[src/rtl/pll_hold_pkg.sv]
package pll_hold_pkg;
  typedef enum logic [1:0] {
    HS_WAIT  = 2'd0,
    HS_ARMED = 2'd1,
    HS_HOLD  = 2'd2,
    HS_SWH   = 2'd3
  } hold_state_e;
endpackage

[src/rtl/pll_rst_sync.sv]
module pll_rst_sync #(
  parameter int unsigned STAGES = 2
) (
  input  logic clk,
  input  logic rst_n_in,
  output logic rst_n_out
);
  logic [STAGES-1:0] sync_q;

  always_ff @(posedge clk or negedge rst_n_in) begin
    if (!rst_n_in) sync_q <= '0;
    else           sync_q <= {sync_q[STAGES-2:0], 1'b1};
  end

  assign rst_n_out = sync_q[STAGES-1];
endmodule

[src/rtl/pll_lock_det.sv]
module pll_lock_det #(
  parameter int unsigned LEN0 = 5,
  parameter int unsigned LEN1 = 16,
  parameter int unsigned LEN2 = 64,
  parameter int unsigned LEN3 = 255
) (
  input  logic       clk,
  input  logic       rst_n,
  input  logic       pfd_valid,
  input  logic       pfd_in_win,
  input  logic [1:0] run_sel,
  input  logic       dld_off,
  output logic       lock
);
  localparam int unsigned MAX01 = (LEN0 > LEN1) ? LEN0 : LEN1;
  localparam int unsigned MAX23 = (LEN2 > LEN3) ? LEN2 : LEN3;
  localparam int unsigned LMAX  = (MAX01 > MAX23) ? MAX01 : MAX23;
  localparam int unsigned CNT_W = $clog2(LMAX + 1);

  logic [CNT_W-1:0] tgt;
  logic [CNT_W-1:0] cnt_q, cnt_d;
  logic             cnt_en;
  logic             lock_q, lock_d;

  always_comb begin
    unique case (run_sel)
      2'b00:   tgt = CNT_W'(LEN0);
      2'b01:   tgt = CNT_W'(LEN1);
      2'b10:   tgt = CNT_W'(LEN2);
      default: tgt = CNT_W'(LEN3);
    endcase
  end

  always_comb begin
    cnt_en = dld_off | pfd_valid;
    cnt_d  = cnt_q;
    if (dld_off)              cnt_d = '0;
    else if (pfd_valid) begin
      if (!pfd_in_win)        cnt_d = '0;
      else if (cnt_q >= tgt)  cnt_d = tgt;
      else                    cnt_d = cnt_q + 1'b1;
    end
    lock_d = !dld_off && (cnt_d == tgt);
  end

  always_ff @(posedge clk or negedge rst_n) begin
    if (!rst_n) begin
      cnt_q  <= '0;
      lock_q <= 1'b0;
    end else begin
      if (cnt_en) cnt_q <= cnt_d;
      lock_q <= lock_d;
    end
  end

  assign lock = lock_q;
endmodule

[src/rtl/pll_hold_fsm.sv]
module pll_hold_fsm
  import pll_hold_pkg::*;
(
  input  logic        clk,
  input  logic        rst_n,
  input  logic        lock,
  input  logic        pin_lvl,
  input  logic        pin_cmp_en,
  input  logic        ext_mode,
  input  logic        hold_en,
  input  logic        dld_off,
  input  logic        ext_req,
  input  logic        ref_ok,
  input  logic        ref_switching,
  input  logic        ref_edge,
  output hold_state_e state,
  output logic        holdover,
  output logic        cp_tristate
);
  hold_state_e st_q, st_d;
  logic        pin_ok;
  logic        hold_d, cp_q;

  assign pin_ok = pin_cmp_en ? pin_lvl : 1'b1;

  always_comb begin
    st_d = st_q;
    unique case (st_q)
      HS_WAIT: begin
        if (lock && pin_ok) st_d = HS_ARMED;
      end
      HS_ARMED: begin
        if (hold_en) begin
          if (ext_mode) begin
            if (ext_req) st_d = HS_HOLD;
          end else if (!dld_off && !lock) begin
            if (!ref_ok)            st_d = HS_HOLD;
            else if (ref_switching) st_d = HS_SWH;
          end
        end
      end
      HS_HOLD: begin
        if (!hold_en)                    st_d = HS_WAIT;
        else if (ext_mode && !ext_req)   st_d = HS_WAIT;
        else if (!ext_mode && ref_ok)    st_d = HS_WAIT;
      end
      default: begin
        if (!hold_en || ref_edge) st_d = HS_WAIT;
      end
    endcase
    hold_d = (st_q == HS_HOLD) || (st_q == HS_SWH);
  end

  always_ff @(posedge clk or negedge rst_n) begin
    if (!rst_n) begin
      st_q <= HS_WAIT;
      cp_q <= 1'b0;
    end else begin
      st_q <= st_d;
      cp_q <= hold_d;
    end
  end

  assign state       = st_q;
  assign holdover    = (st_q == HS_HOLD) || (st_q == HS_SWH);
  assign cp_tristate = cp_q;
endmodule

[src/rtl/pll_hold_ctrl.sv]
module pll_hold_ctrl
  import pll_hold_pkg::*;
#(
  parameter int unsigned LEN0       = 5,
  parameter int unsigned LEN1       = 16,
  parameter int unsigned LEN2       = 64,
  parameter int unsigned LEN3       = 255,
  parameter int unsigned RST_STAGES = 2
) (
  input  logic       clk,
  input  logic       rst_n,
  input  logic       pfd_valid,
  input  logic       pfd_in_win,
  input  logic       ld_pin_lvl,
  input  logic       ext_hold_req,
  input  logic       ref_ok,
  input  logic       ref_switching,
  input  logic       ref_edge,
  input  logic [1:0] cfg_run_sel,
  input  logic       cfg_dld_off,
  input  logic       cfg_pin_cmp_en,
  input  logic       cfg_ext_mode,
  input  logic       cfg_hold_en,
  output logic       lock,
  output logic       holdover,
  output logic       cp_tristate
);
  logic        rst_n_s;
  hold_state_e hstate;

  pll_rst_sync #(.STAGES(RST_STAGES)) u_rst (
    .clk       (clk),
    .rst_n_in  (rst_n),
    .rst_n_out (rst_n_s)
  );

  pll_lock_det #(.LEN0(LEN0), .LEN1(LEN1), .LEN2(LEN2), .LEN3(LEN3)) u_det (
    .clk        (clk),
    .rst_n      (rst_n_s),
    .pfd_valid  (pfd_valid),
    .pfd_in_win (pfd_in_win),
    .run_sel    (cfg_run_sel),
    .dld_off    (cfg_dld_off),
    .lock       (lock)
  );

  pll_hold_fsm u_fsm (
    .clk           (clk),
    .rst_n         (rst_n_s),
    .lock          (lock),
    .pin_lvl       (ld_pin_lvl),
    .pin_cmp_en    (cfg_pin_cmp_en),
    .ext_mode      (cfg_ext_mode),
    .hold_en       (cfg_hold_en),
    .dld_off       (cfg_dld_off),
    .ext_req       (ext_hold_req),
    .ref_ok        (ref_ok),
    .ref_switching (ref_switching),
    .ref_edge      (ref_edge),
    .state         (hstate),
    .holdover      (holdover),
    .cp_tristate   (cp_tristate)
  );
endmodule

[config.mk]
export PLATFORM = sky130hd
export DESIGN_NAME = pll_hold_ctrl
export DESIGN_NICKNAME = d
export VERILOG_FILES = /design/src/rtl/pll_hold_pkg.sv /design/src/rtl/pll_rst_sync.sv /design/src/rtl/pll_lock_det.sv /design/src/rtl/pll_hold_fsm.sv /design/src/rtl/pll_hold_ctrl.sv
export SDC_FILE = /design/constraint.sdc
export NUM_CORES = 1
export LEC_CHECK = 0
export CORE_MARGIN = 1.5
export CORE_UTILIZATION = 44
export DETAILED_ROUTE_END_ITERATION = 16
export DONT_BUFFER_PORTS = 1
export PLACE_DENSITY = 0.6
export SYNTH_ARGS = -nofsm -noshare
export SYNTH_HDL_FRONTEND = slang
export SYNTH_SLANG_ARGS = --single-unit
[constraint.sdc]
create_clock -name clk -period 1.3 [get_ports clk]
set_clock_uncertainty 0.1 [all_clocks]
set_input_delay 0.195 -clock clk [delete_from_list [all_inputs] [get_ports clk]]
set_output_delay 0.195 -clock clk [all_outputs]
set_load 0.02 [all_outputs]
==> flow_metrics.env <==
export IMPL_outcome="complete, but fails checks"
export IMPL_violations="setup timing"
export IMPL_grt_overflow=0
export IMPL_reg2reg_depth=10
export IMPL_path_cells="ha_1, buf_4, a2111oi_4, o41ai_2, nand2_1, nor2_2, a211o_1, and3_1, a31oi_1, a211oi_2"
export IMPL_crit_arrival_ns=2.67
export IMPL_start_kind="flop"
export IMPL_grt_max_degree=13
export IMPL_io_buffer_count=0
export IMPL_synthAdderAreaFrac=0.110
export IMPL_r2r_end="u_det.lock"
export IMPL_setup_viol=9
export IMPL_gp_congestion=0.866
export IMPL_period_share=2.01
export IMPL_dr_pass1_iters=4
export IMPL_synth_area_sq_um=1250
export IMPL_cp_num_cells=10
export IMPL_fin_hold_ws_ns=0.0159
export IMPL_finalWorstSetupSlack_ns=-1.32
export IMPL_clkSinkCount=14
export IMPL_clockBufferDepth=2
export IMPL_cp_max_fo=3
export IMPL_design_die_area_sq_um=3170
export IMPL_rsz0062_at_grt="true"
export IMPL_synth_compound_area_share=0.280
export IMPL_p_leak_nw=0.930
export IMPL_ys_top_cells_by_area="dfrtp_1 28%, ha_1 11%, o21ai_0 4.0%"
export IMPL_path_class="reg2reg"
export IMPL_ys_warnings_count=0
export IMPL_post_dp_hpwl_mm=2.83
export IMPL_crit_buf_inv=1
export IMPL_syn_to_final_growth_pct=56.3
export IMPL_die_h_microns=56.3
export IMPL_multi_input_area_sq_um=1010
export IMPL_antenna_left=0
export IMPL_synth_mux_area_fraction=0.00802
export IMPL_start_util=0.457
export IMPL_synth_top_area_frac=0.281
export IMPL_tightest_slew_ns=0.569
export IMPL_first_global_vias=1383
export IMPL_clk_pin_slew_ns=0.09
export IMPL_final_hold_viol_count=0
export IMPL_wl_per_cell_microns=18.3
export IMPL_nets=228
export IMPL_root_buffer="clkbuf_4"
export IMPL_endpoint="u_det.lock"
export IMPL_ios=18
export IMPL_crit_path_max_incr_delay_ns=0.39
export IMPL_slew_headroom=0.621
export IMPL_ys_seq_elements=14
export IMPL_grt_pass1_wl_mm=6.40
export IMPL_min_period_ns=2.62
export IMPL_core_sq_um=2730
export IMPL_antenna_cells=0
export IMPL_ys_seq_area_frac=0.281
export IMPL_layout_common_cells="46 x buf_4, 14 x dfrtp_1, 11 x buf_6, 10 x nand2_1, 8 x o21ai_0"
export IMPL_ys_types=45
export IMPL_drv_cap=0
export IMPL_synth_top_family_by_area="compound AO/OA/AOI/OAI gates"
export IMPL_synth_area_per_cell_sq_um=8.61
export IMPL_r2r_setup_slack_ns=-1.32
export IMPL_final_common_cell="buf_4"
export IMPL_synth_main_ff_cell="dfrtp_1"
export IMPL_drive_above_1_share=0.490
export IMPL_fillers=204
export IMPL_routed_via_density=6.11
export IMPL_worstSkewPairLatency_ns=0.28
export IMPL_synth_edff_count=0
export IMPL_peakVddDrop_v=0.000634
export IMPL_async_flop_share=1.00
export IMPL_cts_buffers=3
export IMPL_final_core_utilization=0.714
export IMPL_cp_startpoint="u_det.cnt_q[1]"
export IMPL_drv_slew=0
export IMPL_rows=19
export IMPL_fmax_ghz=0.382
export IMPL_routed_wl_mm=4.22
export IMPL_synth_fp_nets=171
export IMPL_hold_class="in2reg"
export IMPL_critPathRequiredTime_ns=1.35
export IMPL_seqCellArea_sq_um=350
export IMPL_grt_usage=0.262
export IMPL_post_route_drc_count=0
export IMPL_slowest_stage="dfrtp_1"
export IMPL_crit_family="compound AO/OA/AOI/OAI gates"
export IMPL_die_w_microns=56.3
export IMPL_p_per_area_nw_per_um2=607
export IMPL_cts_tree="built"
export IMPL_h_tree_depth=1
export IMPL_drt_iter0_markers=67
export IMPL_grt_antenna_before_repair=0
export IMPL_cp_end_kind="flop"
export IMPL_yosys_area_share_simple=0.259
export IMPL_yosysTopAreaCell="dfrtp_1"
export IMPL_netlist_instances=145
export IMPL_synthXorXnorAreaFrac=0.00701
export IMPL_r2r_start="u_det.cnt_q[1]"
export IMPL_num_vias=1412
-- worst register-to-register path, cell delays in order, from the launching register on --
cell and delay, ns:
dfrtp_1 0.39, ha_1 0.34, buf_4 0.16, a2111oi_4 0.36, o41ai_2 0.13, nand2_1 0.13
nor2_2 0.08, a211o_1 0.31, and3_1 0.18, a31oi_1 0.24, a211oi_2 0.06
-- flip-flops by register name, summed over array words and instances, names as in the netlist --
signal and cells:
u_fsm.state 2, u_det.lock 1, u_fsm.cp_tristate 1, u_rst.sync_q 2, u_det.cnt_q 8
-- where the power goes --
group	internal (mW)	switching (mW)	leakage, nW
logic	0.226	0.199	0.727
registers	0.466	0.0387	0.189
clock network	0.107	0.147	0.0138
-- cells by family (layout without fill, tap and decap cells) --
group / count (synthesis) / in the layout
muxes: 1 / 1
AOI/OAI and AO/OA: 48 / 48
DFF: 14 / 14
buffers and inverters: 15 / 70
adders and majority gates: 11 / 11
xor gates and xnor gates: 1 / 1
and+or+nand+nor: 54 / 54
other: 1 / 1
-- area by class of cell --
cell class | instances | area share
inverters | 8 | 0.0192
flip-flops and latches | 14 | 0.179
repair buffers | 59 | 0.251
clock buffers | 3 | 0.0115
multi-input cells | 116 | 0.519
well taps | 31 | 0.0199
-- stage by stage --
stage                     power [mW]  TNS [ns]  instance area, sq um  setup slack (ns)  std cells
after detailed placement       0.844     -8.80                  1660             -1.38        215
after global placement         0.830     -8.25                  1660             -1.28        215
after floorplan                0.729     -7.26                  1310             -1.09        145
final                           1.18     -8.23                  1950             -1.32        231
after CTS                       1.16     -7.78                  1880             -1.21        228
after global routing            1.25     -9.05                  1950             -1.43        231
-- cell usage after synthesis (2+ instances only) --
cell,n
o211ai_1,4
ha_1,11
nand3b_1,2
nor4b_1,3
o41ai_1,2
nand3_1,4
a21o_1,3
o311ai_0,2
and3_1,5
nor3b_1,3
dfrtp_1,14
buf_2,2
a21oi_1,7
clkbuf_1,3
a31oi_1,2
nor2b_1,4
o31ai_1,5
nor3_1,4
inv_1,8
a211o_1,3
nor2_1,9
nand2_1,11
or2_2,3
o21ai_0,10
-- metal layers --
layer	global-route usage	wire length, microns	share of wire	up-vias
met3	0.0438	283	0.067	17
li1	-	-	-	656
met4	0.126	153	0.036	0
met2	0.449	2140	0.51	62
met5	0	0	0	-
met1	0.317	1650	0.39	677
-- worst min-delay path by stage --
stage | startpoint | cells past startpoint | slack, ns | end
global placement | rst_n | 0 | -0.20 | u_rst.sync_q[0]
CTS | ref_edge | 3 | 0.009 | u_fsm.state[0]
floorplan | rst_n | 0 | -0.20 | u_rst.sync_q[0]
global route | rst_n | 1 | 0.04 | u_rst.sync_q[0]
detailed placement | rst_n | 0 | -0.20 | u_rst.sync_q[0]
finish | ref_edge | 3 | 0.02 | u_fsm.state[0]
-- timing repair --
item                       4_1_cts  5_1_grt
hold buffers                     2        0
setup endpoints to repair       10        9
pin swaps                       26        8
gates resized for setup         27        9
hold endpoints to repair         4        0
setup buffers                   10        3
(Power assumes the default switching activity.)
